### config.mk
export PLATFORM = sky130hd
export DESIGN_NAME = evt_flag_regs
export DESIGN_NICKNAME = d
export VERILOG_FILES = /design/src/rtl/evt_flag_regs.sv
export SDC_FILE = /design/constraint.sdc
export NUM_CORES = 1
export LEC_CHECK = 0
export CELL_PAD_IN_SITES_DETAIL_PLACEMENT = 1
export CELL_PAD_IN_SITES_GLOBAL_PLACEMENT = 1
export CORE_ASPECT_RATIO = 0.7
export CORE_MARGIN = 1.5
export CORE_UTILIZATION = 29
export DETAILED_ROUTE_END_ITERATION = 8
export PLACE_DENSITY = 0.89
export SLEW_MARGIN = 25
export SYNTH_ARGS = -nofsm -noshare
export SYNTH_HDL_FRONTEND = slang
export SYNTH_SLANG_ARGS = --single-unit
export TNS_END_PERCENT = 1
### constraint.sdc
create_clock -name clk -period 2.1 [get_ports clk]
set_clock_uncertainty 0.15 [all_clocks]
set_input_delay 0.315 -clock clk [delete_from_list [all_inputs] [get_ports clk]]
set_output_delay 0.315 -clock clk [all_outputs]
set_load 0.1 [all_outputs]
### src/rtl/evt_flag_regs.sv
module evt_flag_regs #(
  parameter int NSRC      = 12,
  parameter int NSLOT     = 4,
  parameter int SLOT_BASE = 8,
  parameter int AW        = 5,
  parameter int DW        = 32
) (
  input  logic          clk,
  input  logic          rst_n,
  input  logic          wr_en,
  input  logic [AW-1:0] addr,
  input  logic [DW-1:0] wdata,
  output logic [DW-1:0] rdata,
  input  logic [NSRC-1:0]  ev_pulse,
  input  logic [NSLOT-1:0] res_rd,
  output logic          irq
);
  localparam logic [AW-1:0] OFF_MASK = AW'(0);
  localparam logic [AW-1:0] OFF_RAW  = AW'(4);
  localparam logic [AW-1:0] OFF_MIS  = AW'(8);
  localparam logic [AW-1:0] OFF_SET  = AW'(12);
  localparam logic [AW-1:0] OFF_CLR  = AW'(16);
  localparam int PAD = DW - NSRC;

  logic [NSRC-1:0] mask_q, raw_q, mis;
  logic [NSRC-1:0] set_v, clr_v, rdclr_v;

  assign set_v = (wr_en && addr == OFF_SET) ? wdata[NSRC-1:0] : '0;
  assign clr_v = (wr_en && addr == OFF_CLR) ? wdata[NSRC-1:0] : '0;
  assign mis   = raw_q & mask_q;
  assign irq   = |mis;

  always_comb begin
    rdclr_v = '0;
    for (int i = 0; i < NSLOT; i++) rdclr_v[SLOT_BASE+i] = res_rd[i];
  end

  always_ff @(posedge clk) begin
    if (!rst_n) begin
      mask_q <= '0;
      raw_q  <= '0;
    end else begin
      if (wr_en && addr == OFF_MASK) mask_q <= wdata[NSRC-1:0];
      raw_q <= (raw_q & ~(clr_v | rdclr_v)) | ev_pulse | set_v;
    end
  end

  always_comb begin
    case (addr)
      OFF_MASK: rdata = {{PAD{1'b0}}, mask_q};
      OFF_RAW:  rdata = {{PAD{1'b0}}, raw_q};
      OFF_MIS:  rdata = {{PAD{1'b0}}, mis};
      default:  rdata = '0;
    endcase
  end

  // a pulsed event is present next cycle regardless of any clear
  a_r7_event_wins: assert property (@(posedge clk) disable iff (!rst_n)
    (ev_pulse != '0) |=> ((raw_q & $past(ev_pulse)) == $past(ev_pulse)));

  // register clear removes bits not re-set in the same cycle
  a_r5_clear: assert property (@(posedge clk) disable iff (!rst_n)
    (wr_en && addr == OFF_CLR) |=>
      ((raw_q & $past(wdata[NSRC-1:0]) & ~$past(ev_pulse)) == '0));

  // raw status holds when nothing acts on it
  a_r2_hold: assert property (@(posedge clk) disable iff (!rst_n)
    (ev_pulse == '0 && res_rd == '0 && !(wr_en && (addr == OFF_SET || addr == OFF_CLR)))
      |=> (raw_q == $past(raw_q)));

  // a zero mask keeps the interrupt low
  a_r8_no_irq_unmasked: assert property (@(posedge clk) disable iff (!rst_n)
    (mask_q == '0) |-> !irq);

  // upper read bits are always zero
  a_r10_upper_zero: assert property (@(posedge clk) disable iff (!rst_n)
    rdata[DW-1:NSRC] == '0);

  // a slot read clears its flag unless re-set in the same cycle
  for (genvar g = 0; g < NSLOT; g++) begin : g_slot_chk
    a_r6_read_clears: assert property (@(posedge clk) disable iff (!rst_n)
      (res_rd[g] && !ev_pulse[SLOT_BASE+g] && !(wr_en && addr == OFF_SET && wdata[SLOT_BASE+g]))
        |=> !raw_q[SLOT_BASE+g]);
  end
endmodule

## Yosys cells after proc, flatten, opt, wreduce, memory -nomap -nowiden

Index checks and enable logic that the tools add are counted.

| word-level totals | value |
|---|---|
| output and inout port bits | 33 |
| logic and storage cells | 20 |
| bits in registers | 24 |
| input port bits | 56 |

| operators by class | value |
|---|---|
| bitwise gates (word level) | 6 |
| muxes and demuxes | 3 |
| reduce and logical (&&, ||, !) cells | 5 |
| equal/unequal tests | 4 |

Operators with widths:

| operator | number |
|---|---|
| $or 12x12->12 | 3 |
| $pmux 12 s3 | 1 |
| $and 12x12->12 | 2 |
| $mux 12 | 2 |
| $not 12->12 | 1 |
| $reduce_or 12->1 | 1 |
| $eq 5x4->1 const B | 2 |
| $eq 5x3->1 const B | 1 |
| $eq 5x5->1 const B | 1 |
| $logic_not 5->1 | 1 |
| $logic_and 1x1->1 | 3 |

## Longest topological paths before layout

Gate-level depths: netlist of run 1.

| logic depth | value |
|---|---|
| word-level depth | 8 |
| gate-level depth with buffers | 5 |
| gate-level depth less buffers | 3 |

## Worst setup path before layout of run 1

Ideal clock, no wire load.

| path | value |
|---|---|
| path kind | input to output |
| from | input addr[4] |
| to | output rdata[10] |
| data required time | 1635 ps |
| stages on the path | 3 |
| slack | -567 ps |
| buffers on the path | 1 |
| arrival | 2202 ps |
| cell sequence | or3_1 -> clkbuf_1 -> nor2_1 |

| on the way | value |
|---|---|
| word-level cells in the longest chain between the ends | 2 |
| elaborated cells between the ends (all ways) | 4 |
| those cells by class | eq/ne (2); mux (1); reduce/logical (1) |

Ends and longest elaborated chain:

| item | line | source |
|---|---|---|
| from (decl) | 11 | `input logic [AW-1:0] addr,` |
| $eq 5x4->1, or another cell as far along | 49 | `case (addr)` |
| $pmux 12 s3 * | 49 |  |
| to (decl) | 13 | `output logic [DW-1:0] rdata,` |

Every way passes the cells marked *; elsewhere a longest branch is shown, timed or not.

## Worst setup path in the final report of run 1

| path | value |
|---|---|
| from | register raw_q[7] |
| to | output irq |

| on the way | value |
|---|---|
| word-level cells in the longest chain between the ends | 2 |

Ends and longest elaborated chain:

| item | line | source |
|---|---|---|
| from (decl) | 25 | `logic [NSRC-1:0] mask_q, raw_q, mis;` |
| from (signal assigned) | 44 | `raw_q <= (raw_q & ~(clr_v \| rdclr_v)) \| ev_pulse \| set_v;` |
| $and 12x12->12 | 30 | `assign mis = raw_q & mask_q;` |
| $reduce_or 12->1 | 31 | `assign irq = \|mis;` |
| to (decl) | 16 | `output logic irq` |

No other way between the ends.

==> results of run 1 <==
## logic make-up (layout without fill, tap and decap cells)
group	Yosys count	count (layout)
DFF	24	24
AOI/OAI and AO/OA	78	78
other	1	20
buffers and inverters	44	79
and+or+nand+nor	49	49
## metal layers
metal  part of all wire  vias up
met5                  0        -
met4              0.024        0
met3              0.046       14
met2               0.49       73
met1               0.44      879
li1                   -      811
## sequential cells by signal, summed over array words and instances, names as in the netlist
| name | cells |
|---|---|
| raw_q | 12 |
| mask_q | 12 |
## power by group
group,internal (uW),switching (uW)
logic,151,305
clock network,167,147
registers,473,30.7
## area by class of cell
type / count / share of cell area
clock buffer: 4 / 0.0206
inverter: 9 / 0.0127
multi-input combinational: 147 / 0.447
sequential: 24 / 0.180
tap: 72 / 0.0338
timing repair buffer: 66 / 0.306
## how the worst max path moves through the flow
stage | endpoint | cells past startpoint | slack [ns] | startpoint
after global placement | rdata[5] | 5 | -0.15 | addr[4]
after global routing | irq | 4 | -0.16 | raw_q[7]$_SDFF_PN0_
after detailed placement | rdata[4] | 5 | -0.16 | addr[4]
final | irq | 4 | -0.11 | raw_q[7]$_SDFF_PN0_
after floorplan | rdata[0] | 2 | -0.36 | addr[4]
after CTS | rdata[9] | 6 | -0.04 | addr[2]
## timing repair
item,4_1_cts,5_1_grt
hold buffers,0,0
hold endpoints to repair,0,0
gates cloned,1,1
endpoints found under the setup margin,12,13
setup buffers,1,2
pin swaps,2,1
gates resized for setup,23,23
## metrics by stage
step / utilization / setup WS [ns] / TNS (ns) / hold slack, ns
after floorplan: - / -0.357 / -2.93 / 0.312
after global routing: 0.502 / -0.162 / -0.162 / 0.437
after CTS: 0.473 / -0.0369 / -0.190 / 0.361
final: 0.502 / -0.111 / -0.111 / 0.392
after global placement: 0.439 / -0.151 / -1.70 / 0.339
after detailed placement: 0.439 / -0.162 / -1.99 / 0.349
## synth_stat cells, drive strengths merged (3+ instances only)
| library cell | instances |
|---|---|
| a221oi | 3 |
| clkbuf | 7 |
| a22o | 3 |
| a21boi | 24 |
| nor2 | 13 |
| o21ai | 12 |
| nand3 | 13 |
| a31oi | 12 |
| dfxtp | 24 |
| inv | 9 |
| a41o | 12 |
| a32oi | 12 |
| nand2b | 16 |
| buf | 28 |
## critical path, cell delays in order (launching register included)
cell and delay, ns:
dfxtp_1 0.36, a22o_1 0.26, a221oi_1 0.37, nand3_1 0.25
buf_12 0.23
==> impl_metrics.py, run 1 <==
metrics = {
    "outcome": {
        "run_status": "finished with violations",
        "failed_checks": "setup timing",
    },
    "yosys": {
        "synth_top_area_cell": "dfxtp_1",
        "synth.distinct_cells": 25,
        "async_flop_share": 0,
        "syn-cell-area_sq_um": 1620,
        "synth-edff-count": 0,
        "synth_top_family_by_area": "compound AO/OA/AOI/OAI gates",
        "synthMuxAreaShare": 0,
        "netlist_instances": 196,
        "synthTopCellsByArea": "dfxtp_1, a21boi_1, buf_4",
        "synth_compound_area_frac": 0.366,
        "avgSynthCellArea_sq_um": 8.27,
        "yosys.area_share.simple": 0.177,
        "yosys_warnings": 0,
        "synth_top_area_frac": 0.297,
        "synth_fa_ha_area_frac": 0,
        "yosysSeqAreaShare": 0.297,
        "ys_ff_latch": 24,
        "synth_xor_area_frac": 0,
        "synth_flop_cell": "dfxtp_1",
    },
    "die": {
        "start_util": 0.305,
        "ioPinCount": 89,
        "core_sq_um": 5310,
        "std_cell_rows": 22,
        "die_x_um": 92.3,
        "die_area_sq_um": 6050,
        "die_h_um": 65.5,
    },
    "worst_setup_path": {
        "reg2reg_setup_slack_ns": 0.97,
        "r2r-end": "raw_q[9]$_SDFF_PN0_",
        "startpoint_type": "register",
        "timing.rr.start": "raw_q[9]$_SDFF_PN0_",
        "critical_path_class": "register to output port",
        "reg2regPathDepth": 3,
        "critPathArrivalTime_ns": 1.75,
        "crit_fanout": 4,
        "crit_required_ns": 1.63,
        "cp-end-kind": "output port",
    },
    "routing": {
        "ant_nets": 0,
        "via_per_inst": 5.52,
        "vias": 1777,
        "dr.pass1.iters": 4,
        "wl_per_cell_um": 19.2,
        "routed_wl_um": 6170,
        "drc_errors": 0,
        "drt_iter0_drc": 154,
    },
    "sta": {
        "finalHoldViolations": 0,
        "timing.final.crit_share": 1.05,
        "setup_viol": 1,
        "slew_viol_final": 0,
        "finalWorstPathRequiredPeriod_ns": 2.21,
        "max_freq_mhz": 452,
        "setup_ws_ns": -0.111,
    },
    "clock_tree": {
        "htree_num_levels": 1,
        "cts_sinks": 24,
        "clkTransAtPathRegs_ns": 0.09,
        "clockBufferDepth": 2,
        "cts_inserted_buffers": 3,
        "cts_root_buf": "clkbuf_8",
        "cts_tree": "done",
        "clock_latency_ns": 0.26,
    },
    "final_layout": {
        "areaGrowthSynthToFinish_pct": 64.6,
        "fin_cells": 322,
        "insertedDiodeCount": 0,
        "fillCellCount": 604,
        "final_common_cell": "clkdlybuf4s50_1",
        "final_area_sq_um": 2670,
        "seq_area_sq_um": 480,
        "multi_input_area_sq_um": 1190,
        "final_cell_mix": "clkdlybuf4s50_1, a21boi_1, dfxtp_1, conb_1",
        "drive_gt1_frac": 0.264,
        "fin_nets": 307,
    },
    "min_path": {
        "min_from": "mask_q[10]$_SDFFE_PN0P_",
        "hold_end": "mask_q[10]$_SDFFE_PN0P_",
        "whs_path_depth": 2,
        "hold_path_class": "register to register",
    },
    "global_route": {
        "grtUsageMet2": 0.309,
        "grt_start_max_net_pins": 25,
        "busiest_layer": "met2",
        "use_met1": 0.248,
        "grt_pass1_wl_um": 8790,
        "grt_usage": 0.185,
        "grt_pass1_vias": 1709,
        "use_met3": 0.0324,
        "overflow": 0,
        "antenna_found_initial": 0,
    },
    "placed_design": {
        "dp.final_hpwl_um": 4060,
        "port_buffers": 48,
        "place.gp.congestion": 0.804,
        "placed_area_sq_um": 2330,
        "dp_cells": 313,
    },
    "pwr": {
        "p_leak_uw": 0.000986,
        "total_power_uw": 1270,
        "power.density_nw_per_um2": 477,
        "max-vdd-ir-drop_uv": 206,
    },
    "flow_run": {
        "maxCapViolations": 0,
    },
}
(Power assumes the default switching activity.)
==> inputs of run 2 (changes only) <==
Settings changed: CTS_CLUSTER_SIZE set to 28.
==> results of run 2 <==
No change in the layout: final DEF, timing and power equal those of run 1.
